## config.mk

```make
export PLATFORM = sky130hd
export DESIGN_NAME = vec_pkt_reorder
export DESIGN_NICKNAME = d
export VERILOG_FILES = /design/src/rtl/vpr_pkg.sv /design/src/rtl/vpr_first_hit.sv /design/src/rtl/vpr_rotate.sv /design/src/rtl/vec_pkt_reorder.sv
export SDC_FILE = /design/constraint.sdc
export NUM_CORES = 1
export LEC_CHECK = 0
export BUFFER_PORTS_ARGS = -buffer_cell sky130_fd_sc_hd__buf_2
export CAP_MARGIN = 20
export CORE_AREA = 2 2 112 114
export CTS_CLUSTER_DIAMETER = 50
export DETAILED_ROUTE_END_ITERATION = 16
export DIE_AREA = 0 0 114 116
export HOLD_SLACK_MARGIN = 0.02
export PLACE_DENSITY = 0.75
export SYNTH_ARGS = -nofsm -noshare
export SYNTH_HDL_FRONTEND = slang
export SYNTH_SLANG_ARGS = --single-unit
```

## constraint.sdc

```tcl
create_clock -name clk_i -period 2.8 [get_ports clk_i]
set_input_delay 0.56 -clock clk_i [delete_from_list [all_inputs] [get_ports clk_i]]
set_output_delay 0.56 -clock clk_i [all_outputs]
set_load 0.01 [all_outputs]
```

## src/rtl/vpr_pkg.sv

```systemverilog
`timescale 1ns/1ps
package vpr_pkg;
  typedef struct packed {
    logic vec;
    logic ld;
    logic st;
    logic nv;
    logic tmp;
    logic srel;
    logic four;
    logic eloop;
  } attr_t;

  localparam int ATTR_W = $bits(attr_t);

  typedef enum logic [2:0] {
    ST_IDLE, ST_P1_FIND, ST_P1_MOVE, ST_P2, ST_FLAG, ST_DONE
  } state_e;
endpackage

```

## src/rtl/vpr_first_hit.sv

```systemverilog
`timescale 1ns/1ps
module vpr_first_hit #(
  parameter int N_ENTRIES = 4,
  parameter int IDX_W     = 2
) (
  input  logic [N_ENTRIES-1:0] hit_i,
  output logic                 found_o,
  output logic [IDX_W-1:0]     idx_o
);
  // lowest index wins
  always_comb begin
    found_o = 1'b0;
    idx_o   = '0;
    for (int k = N_ENTRIES - 1; k >= 0; k--) begin
      if (hit_i[k]) begin
        found_o = 1'b1;
        idx_o   = IDX_W'(k);
      end
    end
  end
endmodule

```

## src/rtl/vpr_rotate.sv

```systemverilog
`timescale 1ns/1ps
module vpr_rotate #(
  parameter int N_ENTRIES = 4,
  parameter int EW        = 18,
  parameter int IDX_W     = 2
) (
  input  logic [N_ENTRIES-1:0][EW-1:0] ent_i,
  input  logic [IDX_W-1:0]             from_i,
  input  logic [IDX_W-1:0]             to_i,
  output logic [N_ENTRIES-1:0][EW-1:0] ent_o
);
  // from_i >= to_i leaves the array untouched
  always_comb begin
    for (int k = 0; k < N_ENTRIES; k++) begin
      if (IDX_W'(k) < from_i || IDX_W'(k) > to_i) ent_o[k] = ent_i[k];
      else if (IDX_W'(k) == to_i)                 ent_o[k] = ent_i[from_i];
      else                                        ent_o[k] = ent_i[(k == N_ENTRIES - 1) ? k : k + 1];
    end
  end
endmodule

```

## src/rtl/vec_pkt_reorder.sv

```systemverilog
`timescale 1ns/1ps
module vec_pkt_reorder
  import vpr_pkg::*;
#(
  parameter int N_ENTRIES = 4,
  parameter int PAYLOAD_W = 8,
  localparam int IDX_W    = (N_ENTRIES > 1) ? $clog2(N_ENTRIES) : 1,
  localparam int CNT_W    = $clog2(N_ENTRIES + 1)
) (
  input  logic                           clk_i,
  input  logic                           rst_ni,
  input  logic                           start_i,
  input  logic                           disas_only_i,
  input  logic [CNT_W-1:0]               count_i,
  input  logic [N_ENTRIES-1:0]           vec_i,
  input  logic [N_ENTRIES-1:0]           load_i,
  input  logic [N_ENTRIES-1:0]           store_i,
  input  logic [N_ENTRIES-1:0]           newval_i,
  input  logic [N_ENTRIES-1:0]           tmp_i,
  input  logic [N_ENTRIES-1:0]           scat_rel_i,
  input  logic [N_ENTRIES-1:0]           four_slot_i,
  input  logic [N_ENTRIES-1:0]           endloop_i,
  input  logic [N_ENTRIES*PAYLOAD_W-1:0] payload_i,
  output logic                           done_o,
  output logic [N_ENTRIES*PAYLOAD_W-1:0] payload_o,
  output logic [N_ENTRIES*IDX_W-1:0]     src_idx_o,
  output logic                           flag_valid_o,
  output logic [IDX_W-1:0]               flag_idx_o
);
  localparam int EW = ATTR_W + IDX_W + PAYLOAD_W;
  typedef logic [N_ENTRIES-1:0][EW-1:0] ent_arr_t;

  state_e           state_q;
  ent_arr_t         ent_q, ent_in, ent_rot;
  logic [CNT_W-1:0] cnt_q, cnt_m1;
  logic [IDX_W-1:0] i_q, max_q, last_idx, tgt_idx, from_idx;
  logic [IDX_W-1:0] ld_idx, st_idx, fl_idx;
  logic             ld_found, st_found, fl_found;
  logic             flag_valid_q;
  logic [IDX_W-1:0] flag_idx_q;
  logic             busy;
  attr_t            a [N_ENTRIES];
  logic [N_ENTRIES-1:0] ld_hit, st_hit, fl_hit;

  assign cnt_m1   = cnt_q - CNT_W'(1);
  assign last_idx = cnt_m1[IDX_W-1:0];
  assign tgt_idx  = a[last_idx].eloop ? last_idx - IDX_W'(1) : last_idx;
  assign from_idx = (state_q == ST_P2) ? st_idx : i_q;
  assign busy     = (state_q != ST_IDLE);

  for (genvar k = 0; k < N_ENTRIES; k++) begin : g_ent
    assign a[k] = attr_t'(ent_q[k][EW-1 -: ATTR_W]);
    assign ent_in[k] = {vec_i[k], load_i[k], store_i[k], newval_i[k], tmp_i[k],
                        scat_rel_i[k], four_slot_i[k], endloop_i[k],
                        IDX_W'(k), payload_i[k*PAYLOAD_W +: PAYLOAD_W]};
    assign ld_hit[k] = (CNT_W'(k) < cnt_q) && a[k].ld && (a[k].nv || a[k].tmp);
    assign st_hit[k] = (CNT_W'(k) < cnt_m1) && a[k].st && a[k].nv && !a[k].srel;
    assign fl_hit[k] = (CNT_W'(k) < cnt_q) && a[k].vec && a[k].four;
    assign payload_o[k*PAYLOAD_W +: PAYLOAD_W] = ent_q[k][PAYLOAD_W-1:0];
    assign src_idx_o[k*IDX_W +: IDX_W]         = ent_q[k][PAYLOAD_W +: IDX_W];
  end

  vpr_first_hit #(.N_ENTRIES(N_ENTRIES), .IDX_W(IDX_W)) i_ld_hit (
    .hit_i(ld_hit), .found_o(ld_found), .idx_o(ld_idx));
  vpr_first_hit #(.N_ENTRIES(N_ENTRIES), .IDX_W(IDX_W)) i_st_hit (
    .hit_i(st_hit), .found_o(st_found), .idx_o(st_idx));
  vpr_first_hit #(.N_ENTRIES(N_ENTRIES), .IDX_W(IDX_W)) i_fl_hit (
    .hit_i(fl_hit), .found_o(fl_found), .idx_o(fl_idx));

  vpr_rotate #(.N_ENTRIES(N_ENTRIES), .EW(EW), .IDX_W(IDX_W)) i_rotate (
    .ent_i(ent_q), .from_i(from_idx), .to_i(tgt_idx), .ent_o(ent_rot));

  always_ff @(posedge clk_i or negedge rst_ni) begin
    if (!rst_ni) begin
      state_q      <= ST_IDLE;
      cnt_q        <= '0;
      i_q          <= '0;
      max_q        <= '0;
      flag_valid_q <= 1'b0;
      flag_idx_q   <= '0;
      for (int k = 0; k < N_ENTRIES; k++) ent_q[k] <= {ATTR_W'(0), IDX_W'(k), PAYLOAD_W'(0)};
    end else begin
      unique case (state_q)
        ST_IDLE: if (start_i) begin
          ent_q   <= ent_in;
          cnt_q   <= count_i;
          state_q <= disas_only_i ? ST_FLAG : ST_P1_FIND;
        end
        ST_P1_FIND: begin
          i_q     <= '0;
          max_q   <= ld_idx;
          state_q <= ld_found ? ST_P1_MOVE : ST_P2;
        end
        ST_P1_MOVE: begin
          if (i_q >= max_q) begin
            state_q <= ST_P2;
          end else if (a[i_q].vec) begin
            ent_q <= ent_rot;             // re-examine same index
            max_q <= max_q - IDX_W'(1);
          end else begin
            i_q <= i_q + IDX_W'(1);
          end
        end
        ST_P2: begin
          if (st_found) ent_q <= ent_rot;
          state_q <= ST_FLAG;
        end
        ST_FLAG: begin
          flag_valid_q <= fl_found;
          flag_idx_q   <= fl_idx;
          state_q      <= ST_DONE;
        end
        default: state_q <= ST_IDLE;
      endcase
    end
  end

  assign done_o       = (state_q == ST_DONE);
  assign flag_valid_o = flag_valid_q;
  assign flag_idx_o   = flag_idx_q;
endmodule

```

==> run metrics <==
Antenna diodes=0; Cells after Synth=around 660; GR Util All Layers=30.07%; leading area contributor after synthesis=dfrtp_1; layout cells sized above 1=30.88%; pwr dens=1517 nW/um^2; IO Port Bufs=114; worst-skew pair later-pin latency=around 0.35 ns; starting density of the core=around 49%; FF-to-FF path depth=10; FF-to-FF Start=cnt_q[1]$_DFFE_PN0P_; Die Ht=approximately 120 um; Seq cells post-synth=85; fin nets=between 800 and 900; measured slew at the worst slew-check pin=around 0.71 ns; FFs w/ async S/R, synth=100.0%; status=finished clean; # setup viols final=0; Max Clk Rate=approximately 380 MHz; GP Congestion=between 0.9 and 1; first-pass GRT wire length=approximately 31 mm; post-route ant nets=0; CTS tree=yes; Mean Syn Cell Area=about 8.9 um^2; antenna violations before repair=0; synth warn=0; die area=13,220 um^2; Yosys top cell area share=between 30% and 40%; startpoint types=flop; Detailed Routing Iterations Pass 1=5; CP endpoint kind=flop; Distinct cells, synth=70; Slew headroom=a little over half; GRT overflow=0; Synth Flop Type=dfrtp_1; CTS buffer count=9; Layout Area Growth over Synthesis=20.52%; row count=40; Area contributors post-synth=dfrtp_1, a21oi_1, o221ai_1, nand2_1, a2bb2oi_1; Setup Skew=approximately 0.0066 ns; Seq/Total Area, Yosys=approximately 36%; dpl cells=around 920; via count=5,989; largest net degree at the start of global routing=just over 70; non-filler cells, final=between 900 and 1,000; commonest cells after routing, fill and taps aside=a21oi_1, buf_2, nand2_1; vias per cell=about 6.4; CP max FO=11; final WL=~20 mm; wire per inst=20.98 um; Fin. Hold Viols=0; Core Footprint=11,910 um^2; max cap viols=0; clk root buf=clkbuf_16; Final period util=a little over nine tenths; Syn Std Cell Area=5867 um^2; Iter 0 DRT Violations=735; VDD IR max=783.1 uV; clk sinks=85; Post-synth EDFFs=0; Post-DP HPWL=13.17 mm; Critical Path AT=2.91 ns; htree depth=3; I/O Pins=around 120; CTS Buffer Depth=2; commonest non-fill, non-tap cell in the layout=a21oi_1; CP Class=flop to flop; vias in the first global route=5,722; Worst EP required=around 3 ns; Slew Limit Fails=0; worst hold margin=between 0.2 and 0.25 ns; R2R Setup Slk=approximately 0.15 ns; Lkg Pwr=3.290 nW; DR DRC count=0; RR Endpoint=a[13]$_DFFE_PN0P_; syn_nets=737; clk slew on worst S/H paths=about 0.070 ns; die outline width=around 110 um; type of the most critical hold path=primary input to async pin; min cycle time layout=2.646 ns
cell families (layout without fill, tap and decap cells):
kind of cell / count (synthesis) / after routing / share of synthesized area [%]
buffers and inverters: 81 / 206 / 6.910
multiplexers: 41 / 41 / 7.571
AND/OR/NAND/NOR: 178 / 178 / 14.35
XOR/XNOR: 2 / 2 / 0.4266
adder cells (fa/ha/maj): 4 / 4 / 0.8531
flip-flops: 85 / 85 / 36.34
AO/OA/AOI/OAI: 271 / 271 / 33.55
stage by stage:
stage	TNS [ns]	util (%)	total power, mW	setup slack, ns	area [um^2]
finish	0	59.36	10.72	0.1536	7071
global route	-0.02338	59.36	11.37	-0.01308	7071
CTS	0	58.94	10.47	0.05439	7020
detailed placement	0	56.50	9.233	0.08168	6730
global placement	0	56.50	9.008	0.1438	6730
floorplan	0	-	7.068	0.01937	5867
final cells by class:
type                       count  area [um^2]
clock inverter                 6        61.31
fill                        1054         4841
multi-input combinational    496         3352
sequential                    85         2132
inverter                      27        101.3
timing repair buffer         163         1011
tap                          147        183.9
clock buffer                  10        229.0
critical path, cell delays in order (launching register included):
cell and delay, ns:
dfrtp_1 0.34, inv_1 0.06, ha_1 0.23, xnor2_2 0.19, a2111oi_4 0.45, o31ai_4 0.19
o31a_1 0.28, o21ai_2 0.22, buf_4 0.27, a21oi_1 0.12, a2bb2oi_1 0.20
power breakdown:
group	leakage, nW	switching [mW]	internal, mW
combinational	2.14	4.10	2.86
clock	0.143	0.518	0.691
sequential	1.01	0.698	1.86
routing by layer:
layer	up-vias	wire length (um)	global-route usage, %
li1	2726	-	-
met3	38	1976	7.113
met4	0	412	8.862
met5	-	0	0
met2	360	9156	47.74
met1	2865	8046	41.25
worst max path at each step:
stage	to	cells after the start	from	slack, ns
finish	a[13]$_DFFE_PN0P_	10	cnt_q[1]$_DFFE_PN0P_	0.15
global route	a[3]$_DFFE_PN0P_	10	cnt_q[1]$_DFFE_PN0P_	-0.01
CTS	a[7]$_DFFE_PN0P_	10	cnt_q[1]$_DFFE_PN0P_	0.05
detailed placement	a[7]$_DFFE_PN0P_	10	cnt_q[1]$_DFFE_PN0P_	0.08
global placement	src_idx_o[6]$_DFFE_PN1P_	9	i_q[0]$_DFFE_PN0P_	0.14
floorplan	src_idx_o[5]$_DFFE_PN1P_	10	cnt_q[0]$_DFFE_PN0P_	0.02
cells in the mapped netlist (2+ instances only):
library cell and count:
a21oi_1 117, nand2_1 83, dfrtp_1 81, o221ai_1 38, a2bb2oi_1 32, nor2_1 32, inv_1 26, mux2i_1 25
o21ai_0 24, clkbuf_1 23, nand3_1 21, and3_1 18, buf_2 15, mux2_2 14, o221ai_2 10, a21oi_2 8
buf_6 8, buf_4 6, dfstp_2 4, ha_1 4, o21ai_1 4, a22o_1 3, nand3b_1 3, nor3_2 3
o211ai_1 3, o21a_1 3, o31ai_1 3, a41oi_1 2, and3b_1 2, buf_1 2, nand2_2 2, o21ai_2 2
o31a_1 2, o31ai_4 2, or3_1 2
state kept, by name, indices dropped and copies added (netlist names):
| register | cells |
|---|---|
| flag_valid_o | 1 |
| i_q | 2 |
| payload_o | 32 |
| state_q | 3 |
| src_idx_o | 8 |
| cnt_q | 3 |
| max_q | 2 |
| flag_idx_o | 2 |
| a | 32 |
timing repair:
action | in CTS | in global routing
hold buffers | 0 | 0
setup buffers | 0 | 2
resized for setup | 0 | 9
setup endpoints to repair | 0 | 37
(Power assumes the default switching activity.)
